[config.mk]
export PLATFORM = sky130hd
export DESIGN_NAME = tmr_resync_ctrl
export DESIGN_NICKNAME = d
export VERILOG_FILES = /design/src/rtl/tmr_resync_ctrl.sv
export SDC_FILE = /design/constraint.sdc
export NUM_CORES = 1
export LEC_CHECK = 0
export BUFFER_PORTS_ARGS = -buffer_cell sky130_fd_sc_hd__buf_2
export CAP_MARGIN = 20
export CELL_PAD_IN_SITES_DETAIL_PLACEMENT = 0
export CELL_PAD_IN_SITES_GLOBAL_PLACEMENT = 2
export CORE_ASPECT_RATIO = 0.5
export CORE_MARGIN = 2
export CORE_UTILIZATION = 30
export DETAILED_ROUTE_END_ITERATION = 6
export GPL_TIMING_DRIVEN = 0
export PLACE_DENSITY = 0.93
export SLEW_MARGIN = 20
export SYNTH_ARGS = -nofsm -noshare
export SYNTH_HDL_FRONTEND = slang
export SYNTH_SLANG_ARGS = --single-unit
[constraint.sdc]
create_clock -name clk -period 8.9 [get_ports clk]
set_input_delay 1.335 -clock clk [delete_from_list [all_inputs] [get_ports clk]]
set_output_delay 1.335 -clock clk [all_outputs]
set_load 0.01 [all_outputs]
[src/rtl/tmr_resync_ctrl.sv]
module tmr_resync_ctrl #(
  parameter int W = 32
) (
  input  logic                clk,
  input  logic                rst_n,
  input  logic [2:0][W-1:0]   proc_bus,
  output logic [W-1:0]        voted,
  output logic [2:0]          fault,
  output logic [2:0]          reconfig_req,
  input  logic [2:0]          cfg_done,
  output logic [2:0]          reload_req,
  input  logic [2:0]          reload_done,
  output logic                uncorrectable
);

  typedef enum logic [1:0] {S_RUN, S_CFG, S_LOAD} st_t;

  st_t        st;
  logic [1:0] vic;
  logic       unc_q;
  logic [W-1:0] maj;
  logic [2:0] diff;
  logic [1:0] lo, hi;
  logic       pair_mis;
  logic [2:0] vic_oh;

  assign maj = (proc_bus[0] & proc_bus[1]) | (proc_bus[0] & proc_bus[2]) |
               (proc_bus[1] & proc_bus[2]);

  for (genvar i = 0; i < 3; i++) begin : g_diff
    assign diff[i] = |(proc_bus[i] ^ maj);
  end

  assign lo       = (vic == 2'd0) ? 2'd1 : 2'd0;
  assign hi       = (vic == 2'd2) ? 2'd1 : 2'd2;
  assign pair_mis = proc_bus[lo] != proc_bus[hi];
  assign vic_oh   = 3'b001 << vic;

  assign voted         = (st == S_RUN) ? maj : proc_bus[lo];
  assign fault         = (st != S_RUN)  ? vic_oh : 3'b000;
  assign reconfig_req  = (st == S_CFG)  ? vic_oh : 3'b000;
  assign reload_req    = (st == S_LOAD) ? vic_oh : 3'b000;
  assign uncorrectable = unc_q;

  always_ff @(posedge clk) begin
    if (!rst_n) begin
      st    <= S_RUN;
      vic   <= 2'd0;
      unc_q <= 1'b0;
    end else begin
      unique case (st)
        S_RUN: begin
          if ($countones(diff) == 1) begin
            st  <= S_CFG;
            vic <= diff[2] ? 2'd2 : (diff[1] ? 2'd1 : 2'd0);
          end else if ($countones(diff) > 1) begin
            unc_q <= 1'b1;
          end
        end
        S_CFG: begin
          if (cfg_done[vic]) st <= S_LOAD;
          if (pair_mis) unc_q <= 1'b1;
        end
        S_LOAD: begin
          if (reload_done[vic]) st <= S_RUN;
          if (pair_mis) unc_q <= 1'b1;
        end
        default: st <= S_RUN;
      endcase
    end
  end

  a_r2_single_victim: assert property (@(posedge clk) disable iff (!rst_n)
    $onehot0(fault));

  a_r2_flag_minority: assert property (@(posedge clk) disable iff (!rst_n)
    (fault == 3'b000 && $countones(diff) == 1) |=> (fault == $past(diff)));

  a_r4_pair_drives: assert property (@(posedge clk) disable iff (!rst_n)
    (fault != 3'b000) |-> ((!fault[0] && voted == proc_bus[0]) ||
                           (!fault[1] && voted == proc_bus[1])));

  a_r6_cfg_to_load: assert property (@(posedge clk) disable iff (!rst_n)
    (|(reconfig_req & cfg_done)) |=> (reload_req == $past(reconfig_req)));

  a_r7_release: assert property (@(posedge clk) disable iff (!rst_n)
    (|(reload_req & reload_done)) |=> (fault == 3'b000 && reload_req == 3'b000));

  a_r9_sticky: assert property (@(posedge clk) disable iff (!rst_n)
    $past(uncorrectable) |-> uncorrectable);

endmodule

# ---- Yosys cells after proc, flatten, opt, wreduce, memory -nomap -nowiden
# Index checks and enable logic that the tools add are counted.
dict set report op_classes {
  n_bitwise 8
  n_lt_le_gt_ge 4
  n_mux 24
  n_reduce_logical 11
  n_eq_ne 11
  add_sub_neg 2
  shift 1
}
# operator count
set op_table {}
lappend op_table {{32-bit binary-select mux with 2-bit select} 2}
lappend op_table {{32-bit AND} 3}
lappend op_table {{32-bit 2-to-1 mux} 3}
lappend op_table {{32-bit OR reduction} 3}
lappend op_table {{32-bit XOR} 3}
lappend op_table {{32-bit bitwise OR} 2}
lappend op_table {{32-bit by 2-bit equality test with 1-bit output, second input constant} 1}
lappend op_table {{32-bit inequality test} 1}
lappend op_table {{2-bit 2-to-1 mux} 5}
lappend op_table {{2-bit by 1-bit inequality test with 1-bit output, second input constant} 5}
lappend op_table {{3-bit 2-to-1 mux} 3}
lappend op_table {{1-bit 2-to-1 mux} 7}
lappend op_table {{2-bit by 3-bit less-than comparator with 1-bit output, second input constant} 2}
lappend op_table {{2-bit case mux with 3 select lines} 1}
lappend op_table {{1-bit binary-select mux with 2-bit select} 2}
lappend op_table {{2-bit equality test, second input constant} 2}
lappend op_table {{2-bit logical NOT} 2}
lappend op_table {{4-bit AND reduction} 1}
lappend op_table {{2-bit nonzero test} 2}
lappend op_table {{2-bit by 1-bit adder with 3-bit output} 1}
lappend op_table {{3-bit by 1-bit greater-than comparator with 1-bit output, second input constant} 1}
lappend op_table {{1-bit by 3-bit less-than comparator with 1-bit output, second input constant} 1}
lappend op_table {{3-bit AND reduction} 1}
lappend op_table {{1-bit by 2-bit << shifter with 3-bit output, first input constant} 1}
lappend op_table {{6 further kinds} 6}
dict set report totals {
  elab_cells 64
  in_bits 104
  ff_bits 5
  out_inout_bits 42
}

# ---- Longest topological paths before layout
dict set report logic_depth {
  ltp_word 11
  depth_mapped 13
  mapped_depth_nobuf 12
}

# ---- Worst setup path before layout
# OpenSTA, ideal clock, no wires.
dict set report synth_path {
  kind {input port to flip-flop}
  from {input proc_bus[41] (netlist bit)}
  to {register vic[0]}
  arrival_time_ns 3.682
  path_buffers 1
  path_stages 11
  setup_time_ns 0.115
  slack_ns 5.104
  t_required_ns 8.785
  cell_sequence {buf_2 > nor2b_1 > a22o_1 > a211o_1 > nor3_1 > nand4_1 > nor4_1 > fa_1 > nor3b_1 > nor2_1 > o21a_1}
}
dict set report synth_via {
  elab_chain_cells 9
  elab_cells_between_ends 16
  cone_classes {add/sub (2); eq/ne (1); mux (2); bitwise (7); reduce/logical (4)}
}
# item line_no
set synth_lines {}
lappend synth_lines {{from (decl)} 6} ;# input logic [2:0][W-1:0] proc_bus,
lappend synth_lines {{32-bit AND} 27} ;# assign maj = (proc_bus[0] & proc_bus[1]) | (proc_bus[0] & proc_bus[2]) |
lappend synth_lines {{32-bit bitwise OR (2 in a row)} 27}
lappend synth_lines {{32-bit XOR} 31} ;# assign diff[i] = |(proc_bus[i] ^ maj);
lappend synth_lines {{32-bit OR reduction} 31}
lappend synth_lines {{1-bit by 1-bit adder with 2-bit output (implied by the code)} 53} ;# if ($countones(diff) == 1) begin
lappend synth_lines {{2-bit by 1-bit adder with 3-bit output (implied by the code)} 53}
lappend synth_lines {{32-bit by 2-bit equality test with 1-bit output} 53}
lappend synth_lines {{2-bit AND reduction (no line)} --}
lappend synth_lines {{to (signal assigned)} 55} ;# vic <= diff[2] ? 2'd2 : (diff[1] ? 2'd1 : 2'd0);
lappend synth_lines {{to (decl)} 19} ;# logic [1:0] vic;
# Parallel ways exist; a longest one is shown, timed or not.
# A chain may end at the register's enable or synchronous reset.

# ---- Worst setup path in the final report
dict set report layout_path {
  from {input proc_bus[45] (netlist bit)}
  to {register vic[0]}
}
# The elaborated chain is that of the path after synthesis.

==> qor.yml <==
sta:
  finalHoldViolCount: 0
  fin_skew_ns: 0.00331
  finalCriticalPeriod_ns: 4.78
  holdWs_ns: 0.567
  postLayoutSetupSlackWorst_ns: 4.12
  worst_pin_slew_ns: 1.03
  relSlewSlack: 0.308
  finalSetupTns_ns: 0
  setup_violations: 0
  drv_slew: 0
  fmax_ghz: 0.209
  period_share: 0.538
  rsz0062_at_grt: "no"
power:
  sequentialPowerShare: 0.068
  p_sw_mw: 0.163
  combPwrFrac: 0.715
  power.density_nw_per_um2: 61.2
  switching_share: 0.483
  p_int_mw: 0.175
  clock_power_share: 0.217
  ir_worst_vdd_mv: 0.0620
  power.leakage_nw: 2.30
worst_hold_path:
  hold_start: "st[1]"
  hold_end: "st[1]"
  hold_class: "reg -> reg"
  holdPathStages: 2
synthesis:
  synth_enable_flop_cells: 0
  avgSynthCellArea_um2: 6.65
  yosysTopAreaCell: "mux2i_1"
  synthFlopType: "dfxtp_1"
  yosysTopAreaCellShare: 0.0968
  async_reset_ff_frac: 0
  synth_fp_nets: 823
  ys_seq_area_frac: 0.0210
  yosys_warnings: 0
  synth_area_leaders: "mux2i_1 (9.7%), o211ai_1 (8.8%), nand3b_1 (6.6%), or3b_2 (5.5%), nand2_1 (5.1%)"
  yosysMostFrequentCell: "nand2_1"
  ys_ff_latch: 5
  syn_area_um2: 4760
  synth_commonest_cells: "nand2_1 (65), o211ai_1 (56), clkbuf_1 (55)"
  synth_cell_types: 61
  synthCells: 715
setup_path:
  r2r_cells: 8
  r2r_start: "vic[1]"
  startpoint_type: "primary input"
  r2r-end: "uncorrectable"
  crit_required_ns: 9.07
  crit_fanout: 10
  end_kind: "flip-flop"
  crit_type: "in -> reg"
  rrSetupSlack_ns: 5.93
  crit_path_start: "proc_bus[45]"
  cp.arrival_ns: 4.95
grt:
  track_usage: 0.260
  grt_pass1_wl_um: 32900
  grt_max_degree: 11
  grt-ovfl-total: 0
  grt_pass1_vias: 5202
  antenna_found_initial: 0
clocking:
  cts_made_buffers: 3
  root_buffer: "clkbuf_16"
  hold_buffers: 0
  clk_path_buf_depth: 2
  cts_tree: "built"
  postCtsSetupBuffers: 0
  cts-resized-gates: 0
  clkLatencyLatePin_ns: 0.23
  cts_max_level: 1
  clkTransAtPathRegs_ns: 0.03
  clock_sinks: 5
routing:
  ant_nets: 0
  dr.first_iter.drc_count: 541
  routedWlPerCell_um: 22.8
  via_count: 5920
  wl_um: 23000
  drc: 0
  viasPerCell: 5.88
  dr.pass1.iters: 4
layout:
  fin_area_um2: 5510
  diodes: 0
  seq_area_um2: 100
  nets: 912
  drive_gt1_frac: 0.217
  synthToLayoutAreaGrowth_pct: 15.9
  multi_input_area_um2: 4080
  fill_cells: 1726
floorplan:
  row_count: 32
  core_area_um2: 15500
  pin_count: 146
  dieArea_um2: 16900
  fp.dieW_um: 182
  die_y_um: 93.1
  start_util: 0.308
placed_design:
  portBuffers: 84
  place_congestion: 0.967
  dp_worst_setup_slack_ns: 3.97
  dpl.hpwl_um: 18600
  postPlaceCellArea_um2: 5430
status:
  outcome: "completed"
job:
  maxCapViolCount: 0
[layer usage]
layer	GRT usage	wire, µm
met1	0.406	11700
met5	0	0
met2	0.384	9160
met4	0.0141	70
met3	0.0401	2080
[worst max-delay path, stage by stage]
cell	delay, ns
buf_2	0.08
clkbuf_1	0.31
inv_1	0.15
nand2_1	0.10
o22ai_1	0.12
nor4_1	0.47
nand4_1	0.17
nor4_1	0.92
fa_1	0.57
nor3b_1	0.39
and3b_1	0.23
o21a_1	0.10
[stage by stage]
stage	utilization	total power, mW	instances
finish	0.357	0.338	1007
global route	0.357	0.357	1007
CTS	0.357	0.332	1007
detailed placement	0.352	0.257	1003
global placement	0.352	0.256	1003
floorplan	-	0.177	715
[power groups by stage]
stage	sequential (mW)	clock [mW]	combinational, mW
after global routing	0.0231	0.0758	0.259
after CTS	0.0231	0.0738	0.235
after floorplan	0.0234	0	0.154
after detailed placement	0.0234	0	0.234
after global placement	0.0233	0	0.233
final	0.0230	0.0732	0.241
[registers in the layout (all words and copies together) (netlist names)]
signal	cells
uncorrectable	1
vic	2
st	2
[how the worst max path moves through the flow]
stage	end	slack, ns	cells after the start
after global placement	vic[0]	4.00	11
after detailed placement	vic[0]	3.97	12
final	vic[0]	4.12	12
after global routing	st[0]	3.89	13
after CTS	vic[0]	4.21	12
after floorplan	vic[0]	5.10	11
[final cells by class]
class                      instances  share of cell area
timing repair buffer              84              0.0763
multi-input combinational        574               0.741
buffer                           103              0.0819
inverter                          33              0.0225
clock buffer                       4              0.0143
sequential                         5              0.0182
tap                              204              0.0463
[cells in the final DEF, fill, tap and decap left out, drive strengths merged, types with 5 or more instances in the layout]
cell type / n
nor2b: 17
nor3b: 13
xor2: 19
or3b: 33
nand3b: 42
clkbuf: 60
nor4: 19
nand2b: 36
a21oi: 15
a221oi: 8
nor2: 21
o21ai: 20
buf: 131
mux2i: 46
nor3: 7
a2111oi: 6
xnor2: 19
o2111ai: 23
nand2: 65
nand4: 13
inv: 33
and3b: 10
o22ai: 25
dfxtp: 5
o211ai: 56
[cell families after synthesis]
logic type                 after synthesis  share of synthesized area
AOI/OAI and AO/OA                      187                      0.289
muxes                                   46                     0.0968
and+or+nand+nor                        298                      0.388
buffers and inverters                  136                      0.121
DFF                                      5                     0.0210
xor gates and xnor gates                38                     0.0699
adders and majority gates                5                     0.0142
Note: power is estimated with default switching activity, not from simulation.
